==> src/rtl/stq_pkg.sv <==
package stq_pkg;
    typedef enum logic [2:0] {
        ST_OFF,
        ST_WAIT,
        ST_XFER,
        ST_MARK,
        ST_SPACE,
        ST_GLITCH
    } stq_state_e;

    function automatic int stq_max3(input int a, input int b, input int c);
        int m;
        m = (a > b) ? a : b;
        return (m > c) ? m : c;
    endfunction
endpackage

==> src/rtl/stq_loop_mux.sv <==
module stq_loop_mux (
    input  logic test_en,
    input  logic rx_ext,
    input  logic tx_loop,
    output logic rx_int
);
    always_comb begin
        rx_int = test_en ? tx_loop : rx_ext;
    end
endmodule

==> src/rtl/stq_glitch_det.sv <==
module stq_glitch_det #(
    parameter int FILT_CYC = 56
) (
    input  logic clk,
    input  logic rst_n,
    input  logic rx,
    input  logic stat_rd,
    output logic err
);
    localparam int CW = $clog2(FILT_CYC + 1);
    localparam logic [CW-1:0] FILT_V = CW'(FILT_CYC);

    logic          rx_q;
    logic [CW-1:0] run_cnt;
    logic          short_end;

    assign short_end = rx_q && !rx && (run_cnt < FILT_V);

    always_ff @(posedge clk or negedge rst_n) begin
        if (!rst_n) begin
            rx_q    <= 1'b0;
            run_cnt <= '0;
            err     <= 1'b0;
        end else begin
            rx_q <= rx;
            if (rx) begin
                if (!rx_q)                run_cnt <= CW'(1);
                else if (run_cnt != FILT_V) run_cnt <= run_cnt + CW'(1);
            end
            if (short_end)    err <= 1'b1;
            else if (stat_rd) err <= 1'b0;
        end
    end

    AST_LONG_RUN_NO_ERR: assert property (@(posedge clk) disable iff (!rst_n)
        (rx_q && !rx && run_cnt >= FILT_V && !err) |=> !err);
    AST_SHORT_RUN_SETS: assert property (@(posedge clk) disable iff (!rst_n)
        short_end |=> err);
endmodule

==> src/rtl/stq_seq_fsm.sv <==
module stq_seq_fsm
    import stq_pkg::*;
#(
    parameter int BYTE_W       = 8,
    parameter int MARK_CYC     = 1024,
    parameter int SPACE_CYC    = 512,
    parameter int GLITCH_CYC   = 24,
    parameter int RDY_LONG_CYC = 16
) (
    input  logic              clk,
    input  logic              rst_n,
    input  logic              test_en,
    input  logic              at_start,
    input  logic              nxt_set,
    input  logic              rdy,
    input  logic [BYTE_W-1:0] host_byte,
    input  logic              tx_norm,
    input  logic              idle_norm,
    output logic              tx,
    output logic              idle,
    output logic [BYTE_W-1:0] ret_byte
);
    localparam int TMAX = stq_max3(MARK_CYC, SPACE_CYC, GLITCH_CYC);
    localparam int TW   = $clog2(TMAX + 1);
    localparam int RW   = $clog2(RDY_LONG_CYC + 1);
    localparam logic [RW-1:0] LONG_V = RW'(RDY_LONG_CYC);

    stq_state_e        state, state_d;
    logic [TW-1:0]     tmr;
    logic [TW-1:0]     seg_last;
    logic              tmr_done;
    logic [RW-1:0]     rcnt;
    logic              is_long;
    logic [BYTE_W-1:0] data_q;

    assign is_long  = (rcnt >= LONG_V);
    assign tmr_done = (tmr == seg_last);

    always_comb begin
        unique case (state)
            ST_MARK:   seg_last = TW'(MARK_CYC - 1);
            ST_SPACE:  seg_last = TW'(SPACE_CYC - 1);
            ST_GLITCH: seg_last = TW'(GLITCH_CYC - 1);
            default:   seg_last = '0;
        endcase
    end

    always_comb begin
        state_d = state;
        unique case (state)
            ST_OFF:    if (test_en && at_start) state_d = ST_WAIT;
            ST_WAIT: begin
                if (rdy)                     state_d = ST_XFER;
                else if (!test_en && nxt_set) state_d = ST_OFF;
            end
            ST_XFER: begin
                if (!rdy) state_d = (is_long && host_byte == '1) ? ST_MARK : ST_WAIT;
            end
            ST_MARK:   if (tmr_done) state_d = ST_SPACE;
            ST_SPACE:  if (tmr_done) state_d = ST_GLITCH;
            ST_GLITCH: if (tmr_done) state_d = ST_WAIT;
            default:   state_d = ST_OFF;
        endcase
    end

    always_ff @(posedge clk or negedge rst_n) begin
        if (!rst_n) begin
            state    <= ST_OFF;
            tmr      <= '0;
            rcnt     <= '0;
            data_q   <= '0;
            ret_byte <= '0;
        end else begin
            state <= state_d;
            if (state != state_d) tmr <= '0;
            else                  tmr <= tmr + TW'(1);
            if (state == ST_WAIT) rcnt <= RW'(1);
            else if (state == ST_XFER && rdy && !is_long) rcnt <= rcnt + RW'(1);
            if (state == ST_XFER && !rdy) begin
                ret_byte <= data_q;
                data_q   <= host_byte;
            end else if (state == ST_SPACE && tmr_done) begin
                data_q   <= '0;
            end
        end
    end

    always_comb begin
        unique case (state)
            ST_MARK, ST_GLITCH: tx = 1'b1;
            ST_SPACE:           tx = 1'b0;
            default:            tx = tx_norm;
        endcase
        unique case (state)
            ST_OFF:  idle = idle_norm;
            ST_WAIT: idle = 1'b0;
            default: idle = 1'b1;
        endcase
    end

    AST_ENTRY_GATED: assert property (@(posedge clk) disable iff (!rst_n)
        (state == ST_OFF && !(test_en && at_start)) |=> state == ST_OFF);
    AST_ORDINARY_SWAP: assert property (@(posedge clk) disable iff (!rst_n)
        (state == ST_XFER && !rdy && host_byte != '1) |=> state == ST_WAIT);
    AST_MARK_NEXT: assert property (@(posedge clk) disable iff (!rst_n)
        state == ST_MARK |=> state inside {ST_MARK, ST_SPACE});
    AST_SPACE_NEXT: assert property (@(posedge clk) disable iff (!rst_n)
        state == ST_SPACE |=> state inside {ST_SPACE, ST_GLITCH});
    AST_GLITCH_NEXT: assert property (@(posedge clk) disable iff (!rst_n)
        state == ST_GLITCH |=> state inside {ST_GLITCH, ST_WAIT});
    AST_DATA_CLEARED: assert property (@(posedge clk) disable iff (!rst_n)
        state == ST_GLITCH |-> data_q == '0);
    AST_NO_EXIT_IN_TEST: assert property (@(posedge clk) disable iff (!rst_n)
        (state == ST_WAIT && test_en) |=> state != ST_OFF);
endmodule

==> src/rtl/bus_selftest_seq.sv <==
module bus_selftest_seq #(
    parameter int BYTE_W       = 8,
    parameter int CYC_PER_US   = 8,
    parameter int MARK_US      = 128,
    parameter int SPACE_US     = 64,
    parameter int GLITCH_US    = 3,
    parameter int FILT_US      = 7,
    parameter int RDY_LONG_CYC = 16
) (
    input  logic              clk,
    input  logic              rst_n,
    input  logic              test_en,
    input  logic              ctl_at_start,
    input  logic              nxt_set,
    input  logic              rdy,
    input  logic [BYTE_W-1:0] host_byte,
    input  logic              stat_rd,
    input  logic              bus_rx_ext,
    input  logic              bus_tx_norm,
    input  logic              idle_norm,
    output logic              bus_tx,
    output logic              bus_rx_int,
    output logic              idle,
    output logic [BYTE_W-1:0] ret_byte,
    output logic              err_flag
);
    localparam int MARK_CYC   = MARK_US * CYC_PER_US;
    localparam int SPACE_CYC  = SPACE_US * CYC_PER_US;
    localparam int GLITCH_CYC = GLITCH_US * CYC_PER_US;
    localparam int FILT_CYC   = FILT_US * CYC_PER_US;

    stq_seq_fsm #(
        .BYTE_W(BYTE_W), .MARK_CYC(MARK_CYC), .SPACE_CYC(SPACE_CYC),
        .GLITCH_CYC(GLITCH_CYC), .RDY_LONG_CYC(RDY_LONG_CYC)
    ) u_fsm (
        .clk(clk), .rst_n(rst_n), .test_en(test_en), .at_start(ctl_at_start),
        .nxt_set(nxt_set), .rdy(rdy), .host_byte(host_byte),
        .tx_norm(bus_tx_norm), .idle_norm(idle_norm),
        .tx(bus_tx), .idle(idle), .ret_byte(ret_byte)
    );

    stq_loop_mux u_mux (
        .test_en(test_en), .rx_ext(bus_rx_ext), .tx_loop(bus_tx), .rx_int(bus_rx_int)
    );

    stq_glitch_det #(.FILT_CYC(FILT_CYC)) u_det (
        .clk(clk), .rst_n(rst_n), .rx(bus_rx_int), .stat_rd(stat_rd), .err(err_flag)
    );
endmodule

==> config.mk <==
export PLATFORM = sky130hd
export DESIGN_NAME = bus_selftest_seq
export DESIGN_NICKNAME = d
export VERILOG_FILES = /design/src/rtl/stq_pkg.sv /design/src/rtl/stq_loop_mux.sv /design/src/rtl/stq_glitch_det.sv /design/src/rtl/stq_seq_fsm.sv /design/src/rtl/bus_selftest_seq.sv
export SDC_FILE = /design/constraint.sdc
export NUM_CORES = 1
export LEC_CHECK = 0
export BUFFER_PORTS_ARGS = -buffer_cell sky130_fd_sc_hd__buf_2
export CAP_MARGIN = 20
export CORE_MARGIN = 2
export CORE_UTILIZATION = 45
export CTS_CLUSTER_SIZE = 16
export DETAILED_ROUTE_END_ITERATION = 10
export PLACE_DENSITY = 0.67
export SLEW_MARGIN = 20
export SYNTH_ARGS = -nofsm -noshare
export SYNTH_HDL_FRONTEND = slang
export SYNTH_SLANG_ARGS = --single-unit
==> constraint.sdc <==
create_clock -name clk -period 2.1 [get_ports clk]
set_input_delay 0.42 -clock clk [delete_from_list [all_inputs] [get_ports clk]]
set_output_delay 0.42 -clock clk [all_outputs]
set_load 0.005 [all_outputs]
-- Yosys cells after proc, flatten, opt, wreduce, memory -nomap -nowiden
Cells that the tools add are included.
- eq/ne operators: 10
- add/sub/neg operators: 3
- magnitude comparators: 2
- reduce and logical (&&, ||, !) cells: 19
- mux-type cells: 22
- operators with widths (operator ; count):
    case mux 10 bit (3 select lines) ; 1
    2-to-1 mux 3 bit ; 7
    case mux 3 bit (6 select lines) ; 1
    2-to-1 mux 8 bit ; 2
    2-to-1 mux 6 bit ; 2
    adder 11 x 1 -> 11 bit (second input constant) ; 1
    equality test 11 x 10 -> 1 bit ; 1
    2-to-1 mux 11 bit ; 1
    2-to-1 mux 5 bit ; 2
    logical AND 1 bit ; 9
    equality test 8 bit (second input constant) ; 1
    adder 6 x 1 -> 6 bit (second input constant) ; 1
    equality test 3 x 2 -> 1 bit (second input constant) ; 2
    equality test 3 bit (second input constant) ; 2
    < comparator 6 bit (second input constant) ; 1
    inequality test 6 bit (second input constant) ; 1
    nonzero test 2 bit ; 3
    adder 5 x 1 -> 5 bit (second input constant) ; 1
    >= comparator 5 bit (second input constant) ; 1
    zero test 1 bit ; 4
    case mux 1 bit (2 select lines) ; 2
    equality test 3 x 1 -> 1 bit (second input constant) ; 1
    zero test 3 bit ; 1
    2-to-1 mux 1 bit ; 3
    other kinds (5) ; 5
- bits in registers: 43
- logic and storage cells: 64

-- Depth between registers and ports, before layout
Gate-level depths: netlist of the first run.
- depth after elaboration: 8
- gate-level depth with buffers: 6

-- Cells and area by module
Synthesis of the first run repeated with hierarchy kept, for this count alone.
- cells, all modules: 228
- area total of the unflattened synthesis: 2306.0 µm²
- modules (own cells, without submodules) (module ; instances ; sequential area each (µm²) ; area an instance (µm²) ; cells each):
    stq_seq_fsm ; 1 ; 875.8 ; 1883.1 ; 188
    stq_glitch_det ; 1 ; 200.2 ; 407.9 ; 39
    stq_loop_mux ; 1 ; 0.0 ; 15.0 ; 1

-- Least setup slack after synthesis of the first run
Ideal clock, no wire load.
- path type: register to register
- start: reg u_fsm.tmr[5]
- end: reg u_fsm.tmr[10]
- slack: -0.130 ns
- path buffers: 0
- library setup time: 0.136 ns
- required time: 1.964 ns
- arrival time: 2.094 ns
- stages on the path, launching flop included: 6
- period minus slack after synthesis: 2.230 ns
- path through: dfrtp_1 -> or4_4 -> or4_4 -> a21o_1 -> a311oi_4 -> nor3_1
- word-level cells in the longest chain between the ends: 5
- RTL lines (what ; line ; source):
    start, declared ; stq_seq_fsm.sv:29 ; logic [TW-1:0] tmr;
    start signal, assigned ; stq_seq_fsm.sv:76 ; else tmr <= tmr + TW'(1);
    equality test 11 x 10 -> 1 bit ; stq_seq_fsm.sv:37 ; assign tmr_done = (tmr == seg_last);
    2-to-1 mux 3 bit (on tied branches) ; stq_seq_fsm.sv:61, stq_seq_fsm.sv:59, stq_seq_fsm.sv:60 ;
    case mux 3 bit (6 select lines) ; stq_seq_fsm.sv:50 ; unique case (state)
    inequality test 3 bit ; stq_seq_fsm.sv:75 ; if (state != state_d) tmr <= '0;
    2-to-1 mux 11 bit (*) ; stq_seq_fsm.sv:75 ;
Mark *: on every way between the ends. The rest lies on a longest branch, timed or not.
A chain may end at the register's enable or synchronous reset.

-- Worst setup path after layout of the first run
- start: reg u_fsm.tmr[8]
- end: reg u_fsm.tmr[6]
- word-level cells in the longest chain between the ends: 5
- RTL lines (what ; line):
    equality test 11 x 10 -> 1 bit (*) ; stq_seq_fsm.sv:37
    2-to-1 mux 3 bit (on tied branches) ; stq_seq_fsm.sv:61, stq_seq_fsm.sv:59, stq_seq_fsm.sv:60
    case mux 3 bit (6 select lines) (*) ; stq_seq_fsm.sv:50
    inequality test 3 bit (*) ; stq_seq_fsm.sv:75
    2-to-1 mux 11 bit (*) ; stq_seq_fsm.sv:75
Marks and branches as above.

==> out/results.env, run 1 <==
SYNTHDISTINCTLIBCELLS=41
END_KIND='register'
FINAL_CELL_AREA_UM2=2840
ANTENNADIODECOUNT=0
LAYOUT_AREA_GROWTH_OVER_SYNTHESIS_PCT=24.0
ROUTED_WIRELENGTH_UM=4980
WORST_IR_DROP_VDD_mV=0.455
WORST_PATH_LARGEST_CELL_DELAY_NS=0.54
ORDERED_CELL_LIST_FOR_THE_CRITICAL_PATH='or4_4 > or4_4 > a21o_1 > a311oi_4 > buf_6 > nor3_1'
YOSYS-TOP-CELLS-AREA='sky130_fd_sc_hd__dfrtp_1, sky130_fd_sc_hd__nand2_1, sky130_fd_sc_hd__o21ai_0'
SLEW-LIMIT-HEADROOM=0.641
SYNTHESIS.INSTANCES=254
FLOORPLAN.CORE_AREA_UM2=4820
VIOLATIONS='negative setup slack'
WORST_PATH_MOST_REPEATED_CELL='sky130_fd_sc_hd__or4_4'
CRIT_FAMILY='simple AND/OR/NAND/NOR gates'
CLK_PIN_SLEW_NS=0.09
PLACE.PORT_BUFFERS=29
GRT_PASS1_VIAS=1872
DRCVIOLATIONCOUNT=0
FINALSETUPVIOLCOUNT=13
AVGVIACOUNTPERCELL=5.28
WORSTPATHBUFFERINVERTERCOUNT=1
FINAL.SETUP_SKEW_NS=0.00821
HPWL_UM=3570
MAPPEDNETLISTNETS=277
MAXCLOCKFREQUENCY_MHz=470
HOLD_VIOL=0
SYNTHSIMPLEGATEAREAFRAC=0.255
SEQ_AREA_FRAC_SYNTH=0.470
ROOT_BUFFER='sky130_fd_sc_hd__clkbuf_8'
LARGEST_NET_DEGREE_AT_THE_START_OF_GLOBAL_ROUTING=24
CRITICAL_PATH_PEAK_FANOUT=6
POST_DRT_WL_PER_CELL_UM=13.4
CP.ARRIVAL_NS=2.32
MAPPEDNETLISTAREA_UM2=2290
MAXCAP_VIOL_COUNT=0
P_TOTAL_W=0.00316
MAX-CLOCK-PATH-BUFFERS=2
CP_DATA_REQUIRED_TIME_NS=2.29
DR.FIRST_ITER.DRC_COUNT=158
DIE_WIDTH_UM=75.3
CLK_LAT_WORST_SKEW_NS=0.31
WORST_SETUP_PATH_START_KIND='register'
CTS_MAX_LEVEL=2
DRTPASS1ITERATIONS=4
CTS_TREE='yes'
MAIN_COMBINATIONAL_CELL_FAMILY_BY_AREA_AFTER_SYNTHESIS='simple AND/OR/NAND/NOR gates'
YOSYSWARNINGS=0
POWER_PER_CELL_AREA_nW_PER_UM2=1110
YS_SEQ_ELEMENTS=43
FINAL.MIN_CLOCK_PERIOD_NS=2.13
GRT_USE_TOTAL=0.192
GRT_ANTENNA_BEFORE_REPAIR=0
GRT_SETUP_UNREPAIRED='true'
DIEHEIGHT_UM=75.3
CTS_INSERTED_BUFFERS=5
DRIVE_GT1_FRAC=0.259
DESIGN.FINAL.NETS=327
PLACED_CELL_AREA_UM2=2640
GRT.OVERFLOW.TOTAL=0
FILLCELLCOUNT=453
POST_SYNTH_FA_HA_MAJ_AREA_FRACTION=0.0274
MUXSHAREOFSYNTHAREA=0.0131
POST_DETAILED_ROUTE_COUNT_OF_ANTENNA_VIOLATING_NETS=0
TIMING.FINAL.MAX_SLEW_VIOLATIONS=0
POSTCTSHOLDBUFS=0
I_O_PINS=30
WIRE_LENGTH_OF_THE_FIRST_GLOBAL_ROUTING_PASS_UM=8250
GLOBALPLACE.CONGESTION=0.833
INITIAL_CORE_UTIL=0.475
PERIOD_SHARE=1.01
FLOORPLAN.ROWS=25
RUN_STATUS='finished, violations left'
SYNTH_XOR_XNOR_AREA_SHARE=0.0460
SYNTH_TOP_CELL_BY_AREA='sky130_fd_sc_hd__dfrtp_1'
POST_SYNTH.CELL_AREA_AVG_UM2=9.00
P_LEAK_nW=1.30
HOLD_PATH.CLASS='in -> async'
ROUTED-VIA-COUNT=1963
NUMCLOCKSINKS=43
SYNTH_COMPOUND_AREA_FRAC=0.152
WORST-SETUP-PATH-TYPE='reg -> reg'
POST-SYNTH-TOP-AREA-FRACTION=0.470
FLOORPLAN_DIE_AREA_UM2=5670
TIMING.CRITICAL_PATH.SLOWEST_STAGE_CELL='sky130_fd_sc_hd__or4_4'
WORST_SLACK_NS=-0.0292
SLEW_AT_THE_PIN_WITH_THE_WORST_MAX_SLEW_SLACK_NS=0.539
state kept, by name, indices dropped and copies added (netlist names):
signal          count
u_fsm.data_q        8
u_fsm.rcnt          5
u_fsm.state         3
u_det.rx_q          1
u_det.err           1
u_det.run_cnt       6
u_fsm.ret_byte      8
u_fsm.tmr          11
what timing repair did:
action	in CTS	in global routing
gates resized for setup	6	19
buffers inserted	1	0
endpoints found under the setup margin	17	22
pin swaps	1	2
endpoints found under the hold margin	0	0
cell type report:
type / instances / area [um2] / area share
clock buffers: 5 / 68.8 / 0.0243
inverters: 14 / 52.6 / 0.0185
multi-input cells: 189 / 1190 / 0.420
well taps: 67 / 83.8 / 0.0296
flip-flops and latches: 43 / 1080 / 0.380
repair buffers: 51 / 314 / 0.111
clock inverters: 3 / 47.5 / 0.0168
cells in the final DEF (no fill, tap or decap), types with 9 or more instances in the layout:
master                    netlist  layout
sky130_fd_sc_hd__buf_2          0      29
sky130_fd_sc_hd__buf_4          0      21
sky130_fd_sc_hd__dfrtp_1       43      42
sky130_fd_sc_hd__inv_1         14      14
sky130_fd_sc_hd__nand2_1       49      49
sky130_fd_sc_hd__nand3_1       11      11
sky130_fd_sc_hd__nor2_1        14      14
sky130_fd_sc_hd__o21ai_0       20      10
sky130_fd_sc_hd__xnor2_1        9       9
worst paths after layout:
kind / start / endpoint / slack (ns) / cells after the start
setup / recovery: u_fsm.tmr[8] / u_fsm.tmr[6] / -0.03 / 6
hold / removal: rst_n / u_fsm.data_q[3] / 0.08 / 1
setup reg to reg: u_fsm.tmr[8] / u_fsm.tmr[6] / -0.03 / 6
hold reg to reg: u_fsm.ret_byte[3] / u_fsm.ret_byte[3] / 0.47 / 2
max in group asynchronous: rst_n / u_fsm.tmr[6] / 1.40 / 2
min in group clk: stat_rd / u_det.err / 0.31 / 2
layer usage:
metal,up-vias,share of wire,wire [um],GRT usage
li1,994,-,-,-
met1,919,0.48,2380,0.245
met2,42,0.46,2300,0.321
met3,8,0.042,211,0.0370
met4,0,0.016,78,0.0760
met5,-,0,0,0
synth_stat cells, drive strengths merged:
cell     n
a41o     1
a22o     2
o31ai    2
nor4     3
a21o     3
or3      3
a211o    2
a311oi   3
nor3    10
inv     14
o31a     2
a21oi    7
xnor2    9
nor2b    2
mux2i    3
nand2b   6
nor2    14
nand3b   2
a211oi   1
or2      3
nor3b    2
nand3   11
dfrtp   43
o221ai   2
nor4b    2
o22ai    1
and2     2
and4     1
o21ai   20
xor2     3
or4      3
ha       5
o21a     1
a32o     1
nand2   49
a31oi    2
nand4    6
clkbuf   8
kinds of logic (layout without fill, tap and decap cells):
group / after synthesis / in the layout
AO/OA/AOI/OAI: 50 / 50
XOR/XNOR: 12 / 12
adder cells (fa/ha/maj): 5 / 5
buffers and inverters: 22 / 73
flip-flops: 43 / 43
multiplexers: 3 / 3
AND/OR/NAND/NOR: 119 / 119
metrics by stage:
step                setup slack, ns  instances  TNS (ns)  hold slack, ns   util
floorplan                  -0.00843        254  -0.00843           0.124      -
global placement            -0.0424        363    -0.356           0.426  0.549
detailed placement          -0.0951        363     -1.02           0.428  0.549
CTS                         -0.0938        372    -0.697          0.0870  0.578
global route                -0.0899        372     -1.20           0.107  0.589
finish                      -0.0292        372    -0.255          0.0816  0.589
where the power goes:
part	total, W	switching [W]	leakage, nW	internal (W)
combinational	0.00119	0.000639	0.689	0.000552
clock	0.000676	0.000316	0.0587	0.000361
sequential	0.00129	0.000212	0.557	0.00108
(Power assumes the default switching activity.)
==> run 2, diff against run 1 <==
--- a/config.mk
+++ b/config.mk
@@ -11,7 +11,6 @@
 export CORE_UTILIZATION = 45
 export CTS_CLUSTER_SIZE = 16
 export DETAILED_ROUTE_END_ITERATION = 10
-export PLACE_DENSITY = 0.67
 export SLEW_MARGIN = 20
 export SYNTH_ARGS = -nofsm -noshare
 export SYNTH_HDL_FRONTEND = slang
==> constraint.sdc (replaced) <==
create_clock -name clk -period 2.14 [get_ports clk]
set_input_delay 0.428 -clock clk [delete_from_list [all_inputs] [get_ports clk]]
set_output_delay 0.428 -clock clk [all_outputs]
set_load 0.005 [all_outputs]
==> out/results.env, run 2 (synthesis gave the netlist of run 1 again) <==
MET2_USAGE=0.319  # was 0.321
SLEW_AT_THE_PIN_WITH_THE_WORST_MAX_SLEW_SLACK_NS=0.566  # was 0.539 ns
LAYOUT_COMMONEST_CELL='sky130_fd_sc_hd__nand2_1'  # unchanged
HOLD_PATH.CLASS='in -> async'  # unchanged
FLOORPLAN_DIE_AREA_UM2=5670  # unchanged
ROUTED-VIA-COUNT=1974  # was 1963
POSTCTSHOLDBUFS=0  # unchanged
CTS_INSERTED_BUFFERS=5  # unchanged
GRT_PASS1_VIAS=1867  # was 1872
WORST_SETUP_PATH_ENDPOINT='u_fsm.tmr[6]'  # unchanged
DR.FIRST_ITER.DRC_COUNT=74  # was 158
DRTPASS1ITERATIONS=4  # unchanged
WORSTPATHBUFFERINVERTERCOUNT=1  # unchanged
MAXCLOCKFREQUENCY_MHz=456  # was 470 MHz
TIMING.FINAL.MAX_SLEW_VIOLATIONS=0  # unchanged
FINAL.SETUP_SKEW_NS=0.00902  # was 0.00821 ns
CTS_TREE='yes'  # unchanged
POST_DRT_WL_PER_CELL_UM=13.6  # was 13.4 um
DRCVIOLATIONCOUNT=0  # unchanged
WORST_PATH_LARGEST_CELL_DELAY_NS=0.55  # was 0.54 ns
P_LEAK_nW=1.28  # was 1.30 nW
GRT_USE_TOTAL=0.197  # was 0.192
TIMING.CRITICAL_PATH.SLOWEST_STAGE_CELL='sky130_fd_sc_hd__or4_4'  # unchanged
SLEW-LIMIT-HEADROOM=0.623  # was 0.641
WORST_SETUP_PATH_START_KIND='register'  # unchanged
MOSTFREQUENTLAYOUTCELLS='sky130_fd_sc_hd__nand2_1, sky130_fd_sc_hd__dfrtp_1, sky130_fd_sc_hd__buf_2'  # unchanged
DP_WORST_SETUP_SLACK_NS=-0.0679  # was -0.0951 ns
POST_DETAILED_ROUTE_COUNT_OF_ANTENNA_VIOLATING_NETS=0  # unchanged
WORSTREG2REGEND='u_fsm.tmr[6]'  # unchanged
HPWL_UM=3650  # was 3570 um
CTS_MAX_LEVEL=2  # unchanged
MAX-CLOCK-PATH-BUFFERS=2  # unchanged
BUSIEST_LAYER='met2'  # unchanged
DIE_WIDTH_UM=75.3  # unchanged
PATH_DEPTH=6  # unchanged
WORST_SLACK_NS=-0.0525  # was -0.0292 ns
LARGEST_NET_DEGREE_AT_THE_START_OF_GLOBAL_ROUTING=44  # was 24
CP_DATA_REQUIRED_TIME_NS=2.31  # was 2.29 ns
PLACE.PORT_BUFFERS=29  # unchanged
ORDERED_CELL_LIST_FOR_THE_CRITICAL_PATH='or4_4 > or4_4 > a21o_1 > a311oi_4 > buf_6 > nor3_1'  # unchanged
R2R-START='u_fsm.tmr[6]'  # was u_fsm.tmr[8]
CLK_PIN_SLEW_NS=0.09  # about the same
END_KIND='register'  # unchanged
INITIAL_CORE_UTIL=0.475  # unchanged
CRIT_FAMILY='simple AND/OR/NAND/NOR gates'  # unchanged
STARTPOINT='u_fsm.tmr[6]'  # was u_fsm.tmr[8]
GRT_SETUP_UNREPAIRED='true'  # unchanged
ROUTED_WIRELENGTH_UM=5040  # was 4980 um
GLOBALPLACE.CONGESTION=0.754  # was 0.833
GRT_UTIL_MET1=0.263  # was 0.245
I_O_PINS=30  # unchanged
DESIGN.FINAL.NETS=327  # unchanged
LARGEST_REGISTER='u_fsm.tmr'  # unchanged
FILLCELLCOUNT=473  # was 453
PLACED_CELL_AREA_UM2=2630  # was 2640 um2
WIRE_LENGTH_OF_THE_FIRST_GLOBAL_ROUTING_PASS_UM=8470  # was 8250 um
ANTENNADIODECOUNT=0  # unchanged
WORST_PATH_MOST_REPEATED_CELL='sky130_fd_sc_hd__or4_4'  # unchanged
CRITICAL_PATH_PEAK_FANOUT=6  # unchanged
REG2REG_SETUP_SLACK_NS=-0.05  # was -0.03 ns
AVGVIACOUNTPERCELL=5.31  # was 5.28
WORST-SETUP-PATH-TYPE='reg -> reg'  # unchanged
DIEHEIGHT_UM=75.3  # unchanged
CP.ARRIVAL_NS=2.37  # was 2.32 ns
WORST_IR_DROP_VDD_mV=0.435  # was 0.455 mV
POWER_PER_CELL_AREA_nW_PER_UM2=1050  # was 1110 nW/um2
ROOT_BUFFER='sky130_fd_sc_hd__clkbuf_8'  # unchanged
PERIOD_SHARE=1.02  # was 1.01
DRIVE_GT1_FRAC=0.233  # was 0.259
FINAL_CELL_AREA_UM2=2760  # was 2840 um2
LAYOUT_AREA_GROWTH_OVER_SYNTHESIS_PCT=20.7  # was 24.0%
FINALSETUPVIOLCOUNT=6  # was 13
GRT.OVERFLOW.TOTAL=0  # unchanged
WORST_R2R_PATH_DEPTH=6  # unchanged
NUMCLOCKSINKS=43  # unchanged
FLOORPLAN.ROWS=25  # unchanged
FINAL.MIN_CLOCK_PERIOD_NS=2.19  # was 2.13 ns
LARGEST_REGISTER_FF_COUNT=11  # unchanged
RUN_STATUS='finished, violations left'  # unchanged
HOLD_VIOL=0  # unchanged
USE_MET3=0.0450  # was 0.0370
GRT_ANTENNA_BEFORE_REPAIR=0  # unchanged
VIOLATIONS='negative setup slack'  # unchanged
MAXCAP_VIOL_COUNT=0  # unchanged
LAYOUT_TOP_REGISTERS='u_fsm.tmr x11, u_fsm.data_q x8, u_fsm.ret_byte x8'  # unchanged
FLOORPLAN.CORE_AREA_UM2=4820  # unchanged
CLK_LAT_WORST_SKEW_NS=0.29  # was 0.31 ns
P_TOTAL_W=0.00289  # was 0.00316 W
-- run 2: cell count changes in the layout (fill, tap and decap cells not counted), sizes merged --
cell      delta
clkinvlp     +1
inv          -1
clkbuf       +1
bufinv       -1
-- run 2: per-stage QoR --
step / setup TNS [ns] / hold slack [ns] / cells / utilization
final: -0.288 / 0.198 / 372 / 0.573
after global routing: -1.24 / 0.249 / 372 / 0.573
after CTS: -0.387 / 0.216 / 370 / 0.568
after detailed placement: -0.347 / 0.457 / 361 / 0.546
after global placement: -0.00145 / 0.450 / 361 / 0.546
after floorplan: 0 / 0.132 / 254 / -
-- run 2: worst min-delay path by stage --
stage	end	cells past startpoint
2_1_floorplan	u_det.err	0
3_3_place_gp	u_fsm.ret_byte[3]	2
3_5_place_dp	u_fsm.ret_byte[0]	2
4_1_cts	u_fsm.ret_byte[7]	2
5_1_grt	u_fsm.ret_byte[7]	2
6_report	u_fsm.ret_byte[7]	2
-- run 2: cell type report --
class                   instances  area, um2  area share
clock inverters                 2       12.5     0.00453
well taps                      67       83.8      0.0304
repair buffers                 51        314       0.114
clock buffers                   6       72.6      0.0263
flip-flops and latches         43       1080       0.390
inverters                      14       52.6      0.0190
multi-input cells             189       1150       0.416
-- run 2: report_power, final --
group | switching, W | internal [W] | leakage, nW
Combinational | 0.000604 | 0.000517 | 0.677
Clock | 0.000271 | 0.000228 | 0.0412
Sequential | 0.000206 | 0.00106 | 0.557
-- run 2: per-layer routing --
layer  up-vias  share of wire
met5         -              0
met4         0          0.011
met3         7          0.047
met2        49           0.47
met1       930           0.48
li1        988              -
-- run 2: what timing repair did --
| item | CTS | global route |
|---|---|---|
| gates resized for setup | 6 | 11 |
| pin swaps | 3 | 2 |
| setup endpoints to repair | 9 | 17 |
| buffers inserted | 1 | 2 |
| gates cloned | 0 | 0 |
